`src/rtl/timer_pkg.sv`:
```
package timer_pkg;
  // Strobes from the decode control to the register datapath
  typedef struct packed {
    logic loadCount;
    logic loadCompare;
    logic selCount;
    logic selCompare;
  } timerStrobes_t;
endpackage

```
`src/rtl/timer_ctrl.sv`:
```
module timer_ctrl
  import timer_pkg::*;
#(
  parameter int ADDR_W      = 5,
  parameter int COUNT_REG   = 9,
  parameter int COMPARE_REG = 11
) (
  input  logic              wrEn,
  input  logic [ADDR_W-1:0] wrAddr,
  input  logic [ADDR_W-1:0] rdAddr,
  output timerStrobes_t     strobes
);
  localparam logic [ADDR_W-1:0] CountNum   = ADDR_W'(COUNT_REG);
  localparam logic [ADDR_W-1:0] CompareNum = ADDR_W'(COMPARE_REG);

  always_comb begin
    strobes.loadCount   = wrEn && (wrAddr == CountNum);
    strobes.loadCompare = wrEn && (wrAddr == CompareNum);
    strobes.selCount    = (rdAddr == CountNum);
    strobes.selCompare  = (rdAddr == CompareNum);
  end
endmodule

```
`src/rtl/timer_datapath.sv`:
```
module timer_datapath
  import timer_pkg::*;
#(
  parameter int WIDTH    = 32,
  parameter int MASK_W   = 8,
  parameter int MASK_BIT = 7
) (
  input  logic              clk,
  input  logic              rstN,
  input  timerStrobes_t     strobes,
  input  logic [WIDTH-1:0]  wrData,
  input  logic [MASK_W-1:0] intMask,
  input  logic              globalEn,
  output logic [WIDTH-1:0]  rdData,
  output logic              pending,
  output logic              irq
);
  localparam logic [MASK_W-1:0] MaskSel = MASK_W'(1) << MASK_BIT;
  localparam logic [WIDTH-1:0]  One     = WIDTH'(1);

  logic [WIDTH-1:0] countQ;
  logic [WIDTH-1:0] compareQ;
  logic             matchNow;

  assign matchNow = (countQ == compareQ);

  always_ff @(posedge clk) begin
    if (!rstN) begin
      countQ <= '0;
    end else if (strobes.loadCount) begin
      countQ <= wrData;
    end else begin
      countQ <= countQ + One;
    end
  end

  always_ff @(posedge clk) begin
    if (!rstN) begin
      compareQ <= '0;
    end else if (strobes.loadCompare) begin
      compareQ <= wrData;
    end
  end

  always_ff @(posedge clk) begin
    if (!rstN) begin
      pending <= 1'b0;
    end else if (strobes.loadCompare) begin
      pending <= 1'b0;
    end else if (matchNow) begin
      pending <= 1'b1;
    end
  end

  always_comb begin
    rdData = '0;
    if (strobes.selCount)   rdData = countQ;
    if (strobes.selCompare) rdData = compareQ;
  end

  assign irq = pending && globalEn && (|(intMask & MaskSel));


  count_step_chk: assert property (@(posedge clk) disable iff (!rstN)
    !strobes.loadCount |=> countQ == $past(countQ) + One);

  count_load_chk: assert property (@(posedge clk) disable iff (!rstN)
    strobes.loadCount |=> countQ == $past(wrData));

  match_set_chk: assert property (@(posedge clk) disable iff (!rstN)
    (matchNow && !strobes.loadCompare) |=> pending);

  pending_hold_chk: assert property (@(posedge clk) disable iff (!rstN)
    (pending && !strobes.loadCompare) |=> pending);

  compare_clear_chk: assert property (@(posedge clk) disable iff (!rstN)
    strobes.loadCompare |=> !pending);

  compare_keep_chk: assert property (@(posedge clk) disable iff (!rstN)
    !strobes.loadCompare |=> $stable(compareQ));
endmodule

```
`src/rtl/cycle_timer.sv`:
```
module cycle_timer
  import timer_pkg::*;
#(
  parameter int WIDTH       = 32,
  parameter int ADDR_W      = 5,
  parameter int MASK_W      = 8,
  parameter int MASK_BIT    = 7,
  parameter int COUNT_REG   = 9,
  parameter int COMPARE_REG = 11
) (
  input  logic              clk,
  input  logic              rstN,
  input  logic              wrEn,
  input  logic [ADDR_W-1:0] wrAddr,
  input  logic [WIDTH-1:0]  wrData,
  input  logic [ADDR_W-1:0] rdAddr,
  output logic [WIDTH-1:0]  rdData,
  input  logic [MASK_W-1:0] intMask,
  input  logic              globalEn,
  output logic              timerPending,
  output logic              timerIrq
);
  timerStrobes_t strobes;

  timer_ctrl #(
    .ADDR_W(ADDR_W), .COUNT_REG(COUNT_REG), .COMPARE_REG(COMPARE_REG)
  ) uCtrl (
    .wrEn(wrEn), .wrAddr(wrAddr), .rdAddr(rdAddr), .strobes(strobes)
  );

  timer_datapath #(
    .WIDTH(WIDTH), .MASK_W(MASK_W), .MASK_BIT(MASK_BIT)
  ) uData (
    .clk(clk), .rstN(rstN), .strobes(strobes), .wrData(wrData),
    .intMask(intMask), .globalEn(globalEn), .rdData(rdData),
    .pending(timerPending), .irq(timerIrq)
  );


  irq_gate_chk: assert property (@(posedge clk) disable iff (!rstN)
    timerIrq |-> (timerPending && globalEn && intMask[MASK_BIT]));
endmodule

```
`config.mk`:
```
export PLATFORM = sky130hd
export DESIGN_NAME = cycle_timer
export DESIGN_NICKNAME = d
export VERILOG_FILES = /design/src/rtl/timer_pkg.sv /design/src/rtl/timer_ctrl.sv /design/src/rtl/timer_datapath.sv /design/src/rtl/cycle_timer.sv
export SDC_FILE = /design/constraint.sdc
export NUM_CORES = 1
export LEC_CHECK = 0
export BUFFER_PORTS_ARGS = -buffer_cell sky130_fd_sc_hd__buf_2
export CORE_MARGIN = 5
export CORE_UTILIZATION = 40
export DETAILED_ROUTE_END_ITERATION = 16
export HOLD_SLACK_MARGIN = 0.05
export PLACE_DENSITY = 0.62
export SYNTH_ARGS = -nofsm -noshare
export SYNTH_HDL_FRONTEND = slang
export SYNTH_SLANG_ARGS = --single-unit
```
`constraint.sdc`:
```
create_clock -name clk -period 4.7 [get_ports clk]
set_clock_uncertainty 0.2 [all_clocks]
set_input_delay 0 -clock clk [delete_from_list [all_inputs] [get_ports clk]]
set_output_delay 0 -clock clk [all_outputs]
set_load 0.005 [all_outputs]
```
==> flow_summary.ini, run 1 <==
[yosys]
yosysUniqueCellTypes = 31
yosys-top-cells-area = dfxtp_1 35%, xnor2_1 11%, mux2i_1 9.0%
synth_seq_area_share = 0.355
syn_area_sq_um = 3670
synth_top_area_cell = dfxtp_1
synth_top_area_frac = 0.355
synth_fp_nets = 517
yosysWarnings = 0
synthCells = 462
ys_ff_latch = 65
syn_avg_cell_area_sq_um = 7.94

[route]
drc = 0
drt_iter0_markers = 246
via_count = 3472
post_drt_wl_per_cell_um = 15.4
ant_nets = 0
dr.pass1.iters = 4
wl_mm = 10.3
viasPerCell = 5.17

[floorplanning]
die_area_sq_um = 11200
std_cell_rows = 35
die_x_um = 106
die_y_um = 106
io_pins = 88
initial_utilization = 0.403
coreArea_sq_um = 9110

[timing]
fin_setup_tns_ns = 0
rsz0062_at_grt = false
max-slew-margin-rel = 0.300
setup_viol = 0
worst_slack_ns = 2.36
finalCriticalPeriod_ns = 2.34
finalCritPeriodShare = 0.498
tightest_slew_ns = 1.05
max_freq_ghz = 0.427
maxSlewViolCount = 0
hold_viol = 0

[power_and_ir_drop]
vdd_drop_max_mv = 0.121
cellPowerDensity_nw_per_um2 = 250
p_leak_nw = 1.77

[placed_design]
gp_congestion = 0.857
hpwl_mm = 6.90
place_ws_ns = 2.39
numPortBuffers = 80

[grt]
track_usage = 0.189
grt_pass1_wl_mm = 17.1
grt_pass1_vias = 3414
grt_antenna_before_repair = 0
grt_overflow_total = 0
grt_max_degree = 64

[setup_path]
rr_worst_depth = 6
start_kind = flop
critPathKind = reg2reg
ff2ff_setup_slack_ns = 2.36
crit_fanout = 6
r2r-start = uData.countQ[0]$_SDFF_PN0_
worstReg2RegEnd = uData.countQ[24]$_SDFF_PN0_
critPathLaunch = uData.countQ[0]$_SDFF_PN0_
crit_arrival_ns = 2.38
end_kind = flop
required_ns = 4.74
critPathCapture = uData.countQ[24]$_SDFF_PN0_

[run_status]
outcome = finished, final reports clean

[finish]
diodes = 0
finish.net_count = 610
fill_cells = 890
layout_commonest_cell = buf_2
area_growth_pct = 26.0
final_cell_mix = 80 x buf_2, 69 x nand2_1, 65 x dfxtp_1
drive_above_1_share = 0.198

[clock_tree]
cts-root-buf = clkbuf_8
clk_latency_ns = 0.34
cts.sinks = 65
htree_levels = 3
cts_resized = 0
cts_buffer_depth = 2
cts_tree = yes
clkTransAtPathRegs_ns = 0.07
numCtsBuffers = 9

[min_path]
hold_depth = 5
worst_hold_path_type = in2reg

[run]
cap_violations = 0
synth_stat cells (all sizes together):
| cell | instances |
|---|---|
| xnor2 | 44 |
| a211oi | 15 |
| nor4 | 7 |
| o21ai | 16 |
| clkbuf | 34 |
| and4bb | 1 |
| buf | 1 |
| a21oi | 49 |
| and3 | 7 |
| and4 | 1 |
| or4 | 1 |
| nand3 | 16 |
| inv | 6 |
| nor2 | 55 |
| nand3b | 1 |
| dfxtp | 65 |
| nand2 | 69 |
| mux2i | 33 |
| nand4bb | 1 |
| ha | 1 |
| xor2 | 18 |
| nand4 | 18 |
| nor3 | 3 |
metal layers:
| layer | GRT usage | up-vias | wire length (um) | part of all wire |
|---|---|---|---|---|
| met3 | 0.0392 | 19 | 766 | 0.074 |
| met4 | 0.0657 | 0 | 226 | 0.022 |
| li1 | - | 1760 | - | - |
| met2 | 0.298 | 115 | 4540 | 0.44 |
| met5 | 0 | - | 0 | 0 |
| met1 | 0.257 | 1578 | 4800 | 0.46 |
critical path, cell delays in order (launching register included):
cell and delay, ns:
dfxtp_1 0.43, ha_1 0.26, nand4_2 0.24, nor4_2 0.59, nand2_1 0.13, xor2_1 0.17
a211oi_1 0.23
logic make-up (layout without fill, tap and decap cells):
| family | Yosys count | after routing | synth area share |
|---|---|---|---|
| XOR/XNOR | 62 | 62 | 0.148 |
| AO/OA/AOI/OAI | 80 | 80 | 0.119 |
| adder cells (fa/ha/maj) | 1 | 1 | 0.00341 |
| AND/OR/NAND/NOR | 180 | 180 | 0.241 |
| buffers and inverters | 41 | 139 | 0.0440 |
| multiplexers | 33 | 33 | 0.0900 |
| flip-flops | 65 | 65 | 0.355 |
power breakdown:
group / total [mW] / internal, mW / leakage (nW) / switching, mW
Sequential: 0.573 / 0.560 / 0.525 / 0.0133
Combinational: 0.117 / 0.0606 / 1.14 / 0.0565
Clock: 0.464 / 0.248 / 0.102 / 0.215
Total: 1.15 / 0.869 / 1.77 / 0.285
area by class of cell:
| class | instances | area, sq um | share of cell area |
|---|---|---|---|
| clock buffer | 14 | 183 | 0.0395 |
| timing repair buffer | 117 | 761 | 0.165 |
| multi-input combinational | 356 | 2210 | 0.477 |
| sequential | 65 | 1300 | 0.281 |
| tap | 111 | 139 | 0.0300 |
| clock inverter | 2 | 10.0 | 0.00217 |
| inverter | 6 | 22.5 | 0.00487 |
registers in the layout, summed over array words and instances, names as in the netlist:
signal and flops:
uData.compareQ 32, uData.countQ 32, uData.pending 1
through the flow:
step / hold slack [ns] / std cells / cell area [sq um] / util / power, mW
6_report: 0.0729 / 671 / 4620 / 0.508 / 1.15
5_1_grt: 0.114 / 671 / 4620 / 0.508 / 1.20
4_1_cts: 0.0785 / 671 / 4620 / 0.508 / 1.16
3_5_place_dp: 0.0585 / 622 / 4100 / 0.450 / 0.681
3_3_place_gp: 0.0505 / 622 / 4100 / 0.450 / 0.680
2_1_floorplan: -0.0640 / 462 / 3670 / - / 0.639
worst min path at each step:
stage              start  slack (ns)                              end
3_3_place_gp   wrData[1]        0.05       uData.countQ[1]$_SDFF_PN0_
4_1_cts        wrAddr[1]        0.08   uData.compareQ[4]$_SDFFE_PN0P_
3_5_place_dp   wrData[1]        0.06       uData.countQ[1]$_SDFF_PN0_
6_report       wrAddr[1]        0.07   uData.compareQ[7]$_SDFFE_PN0P_
2_1_floorplan  wrData[0]       -0.06   uData.compareQ[0]$_SDFFE_PN0P_
5_1_grt        wrAddr[1]        0.11  uData.compareQ[30]$_SDFFE_PN0P_
timing repair:
action	CTS	global route
endpoints found under the hold margin	64	0
hold buffers	33	0
setup buffers	0	0
Power figures use the tool's default switching activity.
==> run 2: changes to the inputs <==
- clock period: 4.7 -> 2.4 ns (I/O delays scaled with it)
==> flow_summary.ini, run 2 (synthesis gave the netlist of run 1 again) <==
[run_status]
outcome = finished, final reports clean

[power_and_ir_drop]
p_leak_nw = 1.82
vdd_drop_max_mv = 0.243
cellPowerDensity_nw_per_um2 = 511

[grt]
top_usage_layer = met2
grt_max_degree = 64
grt_pass1_wl_mm = 17.5
grt_overflow_total = 0
grt_pass1_vias = 3535
track_usage = 0.193
grtUsageMet1 = 0.253
use_met3 = 0.0392
grt_util_met2 = 0.311
grt_antenna_before_repair = 0

[timing]
setup_viol = 0
tightest_slew_ns = 0.667
fin_setup_tns_ns = 0
max-slew-margin-rel = 0.555
rsz0062_at_grt = false
hold_viol = 0
finalCriticalPeriod_ns = 2.10
maxSlewViolCount = 0
finalCritPeriodShare = 0.876
max_freq_ghz = 0.476

[finish]
finish.net_count = 616
layout_commonest_cell = buf_2
drive_above_1_share = 0.207
top_regs = uData.compareQ: 32 flops, uData.countQ: 32 flops, uData.pending: 1 flops
ff_latch_area_sq_um = 1300
multi_input_comb_area_sq_um = 2210
final_core_util = 0.521
fill_cells = 919
area_growth_pct = 29.2
diodes = 0
final_cell_mix = 80 x buf_2, 69 x nand2_1, 65 x dfxtp_1

[setup_path]
ff2ff_setup_slack_ns = 0.30
critPathKind = reg2reg
required_ns = 2.45
rr_worst_depth = 6
critPathLaunch = uData.countQ[1]$_SDFF_PN0_
crit_arrival_ns = 2.15
start_kind = flop
end_kind = flop
r2r-start = uData.countQ[1]$_SDFF_PN0_
crit_fanout = 5

[route]
viasPerCell = 5.24
post_drt_wl_per_cell_um = 15.6
via_count = 3545
drc = 0
ant_nets = 0
drt_iter0_markers = 206
dr.pass1.iters = 4
wl_mm = 10.6

[clock_tree]
cts-root-buf = clkbuf_8
clk_latency_ns = 0.35
cts.sinks = 65
htree_levels = 3
post_cts_buffers = 0
cts_buffer_depth = 2
clkTransAtPathRegs_ns = 0.08
cts_tree = yes
cts_resized = 0
numCtsBuffers = 9
cts_hold_buf = 33

[floorplanning]
io_pins = 88
die_y_um = 106
die_x_um = 106
coreArea_sq_um = 9110
initial_utilization = 0.403
die_area_sq_um = 11200
std_cell_rows = 35

[min_path]
min_from = wrAddr[0]
worst_hold_path_type = in2reg
hold_depth = 4

[placed_design]
numPortBuffers = 80
hpwl_mm = 7.22
gp_congestion = 0.871

[run]
cap_violations = 0
run 2: area by class of cell:
cell class / count / area share
Multi-Input combinational cell: 356 / 0.465
Sequential cell: 65 / 0.274
Timing Repair Buffer: 123 / 0.178
Inverter: 6 / 0.00475
Clock buffer: 10 / 0.0290
Tap cell: 111 / 0.0293
Clock inverter: 6 / 0.0193
run 2: power by group:
group | total [mW] | switching [mW] | internal, mW
registers | 1.12 | 0.0253 | 1.10
clock network | 1.06 | 0.447 | 0.614
logic | 0.241 | 0.115 | 0.126
total | 2.42 | 0.588 | 1.84
run 2: worst paths after layout:
path / endpoint
worst max-delay path: uData.countQ[18]$_SDFF_PN0_
worst min-delay path: uData.countQ[25]$_SDFF_PN0_
worst max register to register: uData.countQ[18]$_SDFF_PN0_
worst min register to register: uData.compareQ[13]$_SDFFE_PN0P_
run 2: per-stage QoR:
stage / cell area, sq um / setup WS, ns / instances / hold WS [ns] / total power, mW
after floorplan: 3670 / 0.469 / 462 / -0.0640 / 1.25
after global placement: 4180 / 0.368 / 628 / 0.0498 / 1.34
after detailed placement: 4180 / 0.328 / 628 / 0.0581 / 1.35
after CTS: 4740 / 0.305 / 677 / 0.0660 / 2.44
after global routing: 4740 / 0.128 / 677 / 0.0958 / 2.52
final: 4740 / 0.298 / 677 / 0.0761 / 2.42
run 2: critical path, cell delays in order, from the launching register on:
cell and delay, ns:
dfxtp_1 0.41, ha_1 0.25, nand4_2 0.19, nor3_2 0.40, nand3_1 0.16, xor2_1 0.16
a211oi_1 0.22
run 2: per-layer routing:
metal | part of all wire | vias up
li1 | - | 1775
met1 | 0.46 | 1656
met2 | 0.46 | 96
met3 | 0.060 | 18
met4 | 0.023 | 0
met5 | 0 | -
